[config.mk]
export PLATFORM = sky130hd
export DESIGN_NAME = rp_bringup_seq
export DESIGN_NICKNAME = d
export VERILOG_FILES = /design/src/rtl/rpb_pkg.sv /design/src/rtl/rpb_timer.sv /design/src/rtl/rpb_link_eval.sv /design/src/rtl/rpb_port_regs.sv /design/src/rtl/rp_bringup_seq.sv
export SDC_FILE = /design/constraint.sdc
export NUM_CORES = 1
export LEC_CHECK = 0
export ABC_AREA = 0
export BUFFER_PORTS_ARGS = -buffer_cell sky130_fd_sc_hd__buf_2
export CAP_MARGIN = 15
export CORE_MARGIN = 8
export CORE_UTILIZATION = 30
export CTS_CLUSTER_DIAMETER = 80
export CTS_CLUSTER_SIZE = 30
export DETAILED_ROUTE_END_ITERATION = 10
export GPL_TIMING_DRIVEN = 0
export MAX_ROUTING_LAYER = met4
export SLEW_MARGIN = 10
export SYNTH_ARGS = -nofsm -noshare
export SYNTH_HDL_FRONTEND = slang
export SYNTH_SLANG_ARGS = --single-unit
export TNS_END_PERCENT = 100
[constraint.sdc]
create_clock -name clk -period 5.1 [get_ports clk]
set_input_delay 0.255 -clock clk [delete_from_list [all_inputs] [get_ports clk]]
set_output_delay 0.255 -clock clk [all_outputs]
set_load 0.03 [all_outputs]
[src/rtl/rpb_pkg.sv]
package rpb_pkg;

  typedef enum logic [2:0] {
    ST_IDLE,
    ST_HOLD,
    ST_SETTLE,
    ST_CHECK,
    ST_RETRY,
    ST_RECHECK,
    ST_FINISH
  } rpb_state_e;

  typedef enum logic [1:0] {
    CAUSE_NONE  = 2'd0,
    CAUSE_DOWN  = 2'd1,
    CAUSE_EP    = 2'd2,
    CAUSE_WIDTH = 2'd3
  } rpb_cause_e;

  typedef struct packed {
    logic       pass;
    logic       retry;
    rpb_cause_e cause;
  } rpb_verdict_t;

  localparam int unsigned CTL_W      = 3;
  localparam int unsigned CTL_SRCSEL = 2;
  localparam int unsigned CTL_KEEP   = 1;
  localparam int unsigned CTL_EPRST  = 0;

  localparam int unsigned SPD_W      = 4;
  localparam logic [SPD_W-1:0] SPD_GEN1 = 4'd1;
  localparam logic [SPD_W-1:0] SPD_GEN2 = 4'd2;

  localparam logic [7:0] HDR_TYPE_MASK = 8'h7f;
  localparam logic [7:0] HDR_BRIDGE    = 8'h01;

endpackage

[src/rtl/rpb_timer.sv]
module rpb_timer #(
  parameter int unsigned CNT_W = 8
) (
  input  logic             clk,
  input  logic             rst_n,
  input  logic             load,
  input  logic [CNT_W-1:0] load_val,
  output logic             expired
);

  logic [CNT_W-1:0] cnt_q;
  logic [CNT_W-1:0] cnt_d;
  logic             cnt_en;

  assign expired = (cnt_q == '0);
  assign cnt_en  = load || !expired;

  always_comb begin
    if (load) cnt_d = load_val;
    else      cnt_d = cnt_q - 1'b1;
  end

  always_ff @(posedge clk or negedge rst_n) begin
    if (!rst_n)      cnt_q <= '0;
    else if (cnt_en) cnt_q <= cnt_d;
  end

endmodule

[src/rtl/rpb_link_eval.sv]
module rpb_link_eval
  import rpb_pkg::*;
#(
  parameter int unsigned WIDTH_W = 6
) (
  input  logic               second_pass,
  input  logic               phy_up,
  input  logic               dl_up,
  input  logic [7:0]         hdr,
  input  logic [WIDTH_W-1:0] width,
  input  logic [SPD_W-1:0]   speed,
  output rpb_verdict_t       verdict
);

  logic width_ok;
  logic is_bridge;

  assign width_ok  = (width != '0);
  assign is_bridge = ((hdr & HDR_TYPE_MASK) == HDR_BRIDGE);

  always_comb begin
    verdict.pass  = 1'b0;
    verdict.retry = 1'b0;
    verdict.cause = CAUSE_NONE;
    if (second_pass) begin
      if (width_ok) verdict.pass  = 1'b1;
      else          verdict.cause = CAUSE_WIDTH;
    end else if (!phy_up || !dl_up) begin
      verdict.cause = CAUSE_DOWN;
    end else if (!is_bridge) begin
      verdict.cause = CAUSE_EP;
    end else if (width_ok) begin
      verdict.pass = 1'b1;
    end else if (speed == SPD_GEN2) begin
      verdict.retry = 1'b1;
    end else begin
      verdict.cause = CAUSE_WIDTH;
    end
  end

endmodule

[src/rtl/rpb_port_regs.sv]
module rpb_port_regs
  import rpb_pkg::*;
#(
  parameter logic [2:0] CTL_POR = 3'b110
) (
  input  logic             clk,
  input  logic             rst_n,
  input  logic             ctl_clear,
  input  logic             ctl_release,
  input  logic             spd_load,
  input  logic             spd_down,
  input  logic [SPD_W-1:0] spd_cfg,
  output logic [CTL_W-1:0] ctl_q,
  output logic [SPD_W-1:0] spd_q
);

  logic [CTL_W-1:0] ctl_d;
  logic             ctl_en;
  logic [SPD_W-1:0] spd_d;
  logic             spd_en;

  assign ctl_en = ctl_clear || ctl_release;
  assign spd_en = spd_load || spd_down;

  always_comb begin
    ctl_d = '0;
    if (ctl_release) ctl_d[CTL_EPRST] = 1'b1;
    ctl_d[CTL_SRCSEL] = 1'b0;
    ctl_d[CTL_KEEP]   = 1'b0;
  end

  always_comb begin
    if (spd_load) spd_d = spd_cfg;
    else          spd_d = SPD_GEN1;
  end

  always_ff @(posedge clk or negedge rst_n) begin
    if (!rst_n)      ctl_q <= CTL_POR;
    else if (ctl_en) ctl_q <= ctl_d;
  end

  always_ff @(posedge clk or negedge rst_n) begin
    if (!rst_n)      spd_q <= '0;
    else if (spd_en) spd_q <= spd_d;
  end

endmodule

[src/rtl/rp_bringup_seq.sv]
module rp_bringup_seq
  import rpb_pkg::*;
#(
  parameter int unsigned CLK_HZ    = 250_000_000,
  parameter int unsigned RST_US    = 250,
  parameter int unsigned SETTLE_US = 100_000,
  parameter int unsigned WIDTH_W   = 6,
  parameter logic [2:0]  CTL_POR   = 3'b110
) (
  input  logic               clk,
  input  logic               rst_n,
  input  logic               start,
  input  logic               phy_link_up,
  input  logic               dl_active,
  input  logic [7:0]         hdr_type,
  input  logic [WIDTH_W-1:0] link_width,
  input  logic [3:0]         speed_cfg,
  output logic [2:0]         ctl,
  output logic [3:0]         tgt_speed,
  output logic               done,
  output logic               link_up,
  output logic               link_fail,
  output logic [1:0]         fail_cause
);

  localparam int unsigned CYC_PER_US = (CLK_HZ / 1_000_000 > 0) ? CLK_HZ / 1_000_000 : 1;
  localparam int unsigned RST_CYC    = (CYC_PER_US * RST_US > 0) ? CYC_PER_US * RST_US : 1;
  localparam int unsigned SETTLE_CYC = (CYC_PER_US * SETTLE_US > 0) ? CYC_PER_US * SETTLE_US : 1;
  localparam int unsigned MAX_CYC    = (RST_CYC > SETTLE_CYC) ? RST_CYC : SETTLE_CYC;
  localparam int unsigned CNT_W      = $clog2(MAX_CYC + 1);
  localparam logic [CNT_W-1:0] RST_LD    = CNT_W'(RST_CYC - 1);
  localparam logic [CNT_W-1:0] SETTLE_LD = CNT_W'(SETTLE_CYC - 1);

  rpb_state_e       state_q, state_d;
  logic             tmr_load;
  logic [CNT_W-1:0] tmr_val;
  logic             tmr_expired;
  logic             ctl_clear, ctl_release;
  logic             spd_load, spd_down;
  logic             res_clear, res_set;
  rpb_verdict_t     verdict;

  logic             done_q, up_q, fail_q;
  rpb_cause_e       cause_q;

  rpb_timer #(.CNT_W(CNT_W)) u_timer (
    .clk      (clk),
    .rst_n    (rst_n),
    .load     (tmr_load),
    .load_val (tmr_val),
    .expired  (tmr_expired)
  );

  rpb_port_regs #(.CTL_POR(CTL_POR)) u_regs (
    .clk         (clk),
    .rst_n       (rst_n),
    .ctl_clear   (ctl_clear),
    .ctl_release (ctl_release),
    .spd_load    (spd_load),
    .spd_down    (spd_down),
    .spd_cfg     (speed_cfg),
    .ctl_q       (ctl),
    .spd_q       (tgt_speed)
  );

  rpb_link_eval #(.WIDTH_W(WIDTH_W)) u_eval (
    .second_pass (state_q == ST_RECHECK),
    .phy_up      (phy_link_up),
    .dl_up       (dl_active),
    .hdr         (hdr_type),
    .width       (link_width),
    .speed       (tgt_speed),
    .verdict     (verdict)
  );

  // next-state and command decode
  always_comb begin
    state_d     = state_q;
    tmr_load    = 1'b0;
    tmr_val     = SETTLE_LD;
    ctl_clear   = 1'b0;
    ctl_release = 1'b0;
    spd_load    = 1'b0;
    spd_down    = 1'b0;
    res_clear   = 1'b0;
    res_set     = 1'b0;
    unique case (state_q)
      ST_IDLE, ST_FINISH: begin
        if (start) begin
          state_d   = ST_HOLD;
          tmr_load  = 1'b1;
          tmr_val   = RST_LD;
          ctl_clear = 1'b1;
          spd_load  = 1'b1;
          res_clear = 1'b1;
        end
      end
      ST_HOLD: begin
        if (tmr_expired) begin
          state_d     = ST_SETTLE;
          tmr_load    = 1'b1;
          ctl_release = 1'b1;
        end
      end
      ST_SETTLE: begin
        if (tmr_expired) state_d = ST_CHECK;
      end
      ST_CHECK: begin
        if (verdict.retry) begin
          state_d  = ST_RETRY;
          tmr_load = 1'b1;
          spd_down = 1'b1;
        end else begin
          state_d = ST_FINISH;
          res_set = 1'b1;
        end
      end
      ST_RETRY: begin
        if (tmr_expired) state_d = ST_RECHECK;
      end
      ST_RECHECK: begin
        state_d = ST_FINISH;
        res_set = 1'b1;
      end
      default: state_d = ST_IDLE;
    endcase
  end

  always_ff @(posedge clk or negedge rst_n) begin
    if (!rst_n) state_q <= ST_IDLE;
    else        state_q <= state_d;
  end

  // result registers
  always_ff @(posedge clk or negedge rst_n) begin
    if (!rst_n) begin
      done_q  <= 1'b0;
      up_q    <= 1'b0;
      fail_q  <= 1'b0;
      cause_q <= CAUSE_NONE;
    end else if (res_set) begin
      done_q  <= 1'b1;
      up_q    <= verdict.pass;
      fail_q  <= !verdict.pass;
      cause_q <= verdict.cause;
    end else if (res_clear) begin
      done_q  <= 1'b0;
      up_q    <= 1'b0;
      fail_q  <= 1'b0;
      cause_q <= CAUSE_NONE;
    end
  end

  assign done       = done_q;
  assign link_up    = up_q;
  assign link_fail  = fail_q;
  assign fail_cause = cause_q;

endmodule

==> results by stage <==
Timing:
- The clock period could shrink to between 2000 and 3000 ps.
- The transition at the pin with the smallest max-transition slack is about 880 ps.
- After routing, the total negative slack on setup checks comes to 0 ps.
- Setup repair after global routing left no endpoint under its margin.
- The hold violation total from the final report was 0.
- The share of the cycle needed by the critical path after routing is roughly 53%.
- The maximum clock frequency is 0.373 GHz.
- The worst slack on hold paths is 76.2 ps.
- The largest clock skew in the final design is slightly above 10 ps.
- The max-slew violation count was 0.
- Setup violations remaining at the end of the flow were counted as 0.
- The max-slew headroom at the worst pin is 41.5%.

Layout:
- The area growth from synthesis to layout is 17.1%.
- After the last flow step, the layout net total stands at 309.
- Leaving out fill and tap cells, the most frequent cells in the layout are dfrtp_1, buf_2, nand2_1.
- The sequential cells in the finished layout cover a total of 977 um^2.
- Once layout is complete, the utilization of the core stands at 36.2%.
- Leaving out fill and tap cells, the most frequent cell in the layout is dfrtp_1.
- The multi-input logic area is ~1200 um^2.
- The number of antenna diodes in the final layout is 0.
- The share of layout cells above drive strength 1 is 18.6%.
- The filler cells instantiated in the layout total between 700 and 800.

Clocking:
- The number of gates resized after cts is 0.
- The post-cts hold buffer count is 0.
- The buffer cell driving the clock tree root is clkbuf_8.
- In this run, CTS created clock tree buffers numbering 5.
- Clock latency on the worst-skew pair, taken at its later pin, is about 290 ps.
- The post-CTS setup-driven buffer insertion count is 0.
- The maximum count of clock buffers along a single path is 2.
- The number of H-tree levels is 2.
- The clock net in this run drives a total of 39 sinks.
- The clock edge transition at the registers on the reported setup and hold paths is about 80 ps.
- The clock tree from TritonCTS is built.

Placed design:
- The count of buffers from port buffering is 33.
- Summed over all nets, the half-perimeter wirelength after detailed placement is between 4000 and 5000 um.
- The placer's final routability congestion estimate is 0.805.

Setup path:
- On the critical path, the stage with the largest delay is an instance of nor4b_1.
- Following the worst setup path forward leads to its endpoint at u_timer.cnt_q[22]$_DFFE_PN0P_.
- The setup slack on the worst flop-to-flop path is around 2400 ps.
- The number of cells on the worst reg-to-reg path is 8.
- The kind of critical path is flop to flop.
- At the worst endpoint, the arrival time is about 2800 ps.
- The delay contributed by the slowest stage of the critical path is ~440 ps.
- The maximum net fanout on the critical path is 10.
- The endpoint identified for the worst register-to-register timing path is u_timer.cnt_q[22]$_DFFE_PN0P_.
- The worst path required time is around 5300 ps.
- Walking the worst path, the cells encountered are inv_1, ha_1, nor4b_1, and3_2, clkbuf_1, nand2_1, nand2_1, o21ai_0.
- The most critical setup path has its startpoint at u_timer.cnt_q[0]$_DFFE_PN0P_.
- The most numerous cell on the critical path is nand2_1.
- The startpoint kind of the worst setup timing path is a flop.
- STA classifies the critical path endpoint as a flop.
- The worst register-to-register path begins at u_timer.cnt_q[0]$_DFFE_PN0P_.

Global routing:
- The total track usage is 11.3%.
- The wire length of the first global-routing pass is slightly above 9000 um.
- The global route total overflow is 0.
- The number of antenna violations at the first check in global routing was 0.
- The largest net degree at the start of global routing is 40.
- The number of global-route vias before repair is 1907.

Pwr:
- Overall power consumption after layout is estimated at ~1200 uW.
- The static leakage power is approximately 0.0011 uW.
- Power spread over the standard cell area amounts to between 400 and 500 nW/um^2.
- Across the VDD grid, the largest voltage drop is between 0.2 and 0.3 mV.

Synth:
- The number of different library cells used by synthesis comes to 54.
- Synthesis produced a netlist with a net count of between 200 and 300.
- The number of flops mapped to enable cells by yosys is 0.
- The commonest register cell after synthesis is dfrtp_1.
- The total standard cell area after synthesis is between 2000 and 2500 um^2.
- For this run, the number of Yosys warnings is 0.
- The share of the Yosys chip area taken by registers is 43.9%.
- Of all flip-flops after synthesis, the portion carrying an async set or reset was between 90% and 100%.
- The average instance in the mapped netlist occupies 9.13 um^2.
- Synthesis handed over a netlist of around 240 instances.
- The number of flip-flops and latches in the synthesized netlist is 39.

Job:
- The total of max-cap violations is 0.

Die:
- The region available for standard cell placement spans roughly 7200 um^2.
- After floorplanning, the core was divided into 31 placement rows.
- The number of I/O pins is 35.
- For this configuration, the core starts out at a cell density of 30.9%.
- The die is approximately 100 um wide.
- Measured along the y axis, the die boundary spans a little over 100 um.
- The die covers about 10000 um^2.

Route:
- In the routed design, unresolved DRC markers number 0.
- The average detailed-routed wire length per instance is between 10 and 15 um.
- Summed over all layers, the routed wires come to about 5500 um.
- The number of vias after detailed routing is 1962.
- Before antenna repair, the detailed router went through 4 iterations.
- The first routing iteration left ~140 violations.
- After detailed routing, the number of vias per cell comes to slightly above 5.
- Once detail routing completed, the nets flagged for antenna violations numbered 0.

Worst hold path:
- The tightest min-delay check is of the input port to async pin type.

Outcome:
- The flow ran to the end, and the final reports show no timing, DRC or antenna violations.
==> worst min path at each step <==
stage / to / slack [ps] / depth (start not counted) / from
2_1_floorplan: done$_DFFE_PN0P_ / -40 / 0 / rst_n
3_3_place_gp: u_timer.cnt_q[21]$_DFFE_PN0P_ / 440 / 1 / rst_n
3_5_place_dp: u_timer.cnt_q[22]$_DFFE_PN0P_ / 440 / 1 / rst_n
4_1_cts: u_timer.cnt_q[22]$_DFFE_PN0P_ / 120 / 1 / rst_n
5_1_grt: u_regs.spd_q[2]$_DFFE_PN0P_ / 150 / 3 / speed_cfg[2]
6_report: u_timer.cnt_q[19]$_DFFE_PN0P_ / 80 / 1 / rst_n
==> registers in the layout, summed over array words and instances, names as in the netlist <==
| signal | cells |
|---|---|
| u_timer.cnt_q | 25 |
| u_regs.ctl_q | 2 |
| u_regs.spd_q | 4 |
| state_q | 3 |
| fail_cause | 2 |
| link_fail | 1 |
| link_up | 1 |
| done | 1 |
==> synthesized netlist by cell type, types with 2 or more instances <==
master | n | share of area (%)
dfrtp_1 | 38 | 43
nand2_1 | 30 | 5.1
nor2_1 | 19 | 3.2
o21ai_0 | 16 | 3.6
a21oi_1 | 15 | 3.4
xnor2_1 | 11 | 4.3
inv_1 | 7 | 1.2
nor3_1 | 7 | 1.6
nand3_1 | 6 | 1.3
or3_1 | 6 | 1.7
xor2_1 | 6 | 2.4
nand4_1 | 5 | 1.4
or4_1 | 5 | 1.7
and2_1 | 4 | 1.1
nand4b_1 | 4 | 1.6
nor4_1 | 4 | 1.1
a22o_1 | 3 | 1.2
a31oi_1 | 3 | 0.84
and4_1 | 3 | 1.2
buf_2 | 3 | 0.67
clkbuf_1 | 3 | 0.51
nand3b_1 | 3 | 1.0
nor2b_1 | 3 | 0.84
o31ai_1 | 3 | 1.0
and2_0 | 2 | 0.56
ha_1 | 2 | 1.1
nor3b_1 | 2 | 0.67
nor4b_1 | 2 | 0.79
o2bb2ai_1 | 2 | 0.79
o31a_1 | 2 | 0.79
or2_2 | 2 | 0.56
==> cell type report <==
type	count	share of cell area, %
Buffer	9	1.87
Clock buffer	7	3.31
Clock inverter	1	0.192
Inverter	7	1.01
Multi-Input combinational cell	189	45.1
Sequential cell	39	37.5
Tap cell	99	4.75
Timing Repair Buffer	33	6.33
==> critical path, delay by kind of cell (launching register included) <==
| kind | cells | cell delay, ps |
|---|---|---|
| buffers and inverters | 2 | 480 |
| AO/OA/AOI/OAI | 1 | 150 |
| adder cells (fa/ha/maj) | 1 | 220 |
| AND/OR/NAND/NOR | 4 | 1290 |
| flip-flops | 1 | 400 |
==> power breakdown <==
group,total (uW),internal (uW),switching (uW)
clock,218,109,109
sequential,455,387,67.6
combinational,488,179,309
==> cells by family (layout without fill, tap and decap cells) <==
family	after synthesis	after routing	synth area share (%)
and+or+nand+nor	116	116	29.6
AOI/OAI and AO/OA	54	54	15.3
DFF	39	39	43.9
xor gates and xnor gates	17	17	6.68
buffers and inverters	16	57	3.37
adders and majority gates	2	2	1.12
==> routing by layer <==
| metal | vias up | share of wire [%] | track usage [%] |
|---|---|---|---|
| met5 | - | 0 | - |
| met2 | 49 | 44 | 16.6 |
| li1 | 970 | - | - |
| met1 | 935 | 52 | 15.4 |
| met3 | 8 | 3.3 | 2.72 |
| met4 | 0 | 0.63 | 2.03 |
==> metrics by stage <==
step                cells  worst slack (ps)  instance area [um^2]
floorplan             244              3030                  2230
global placement      376              2430                  2520
detailed placement    376              2410                  2520
CTS                   384              2400                  2610
global route          384              2040                  2610
finish                384              2420                  2610
(Power assumes the default switching activity.)
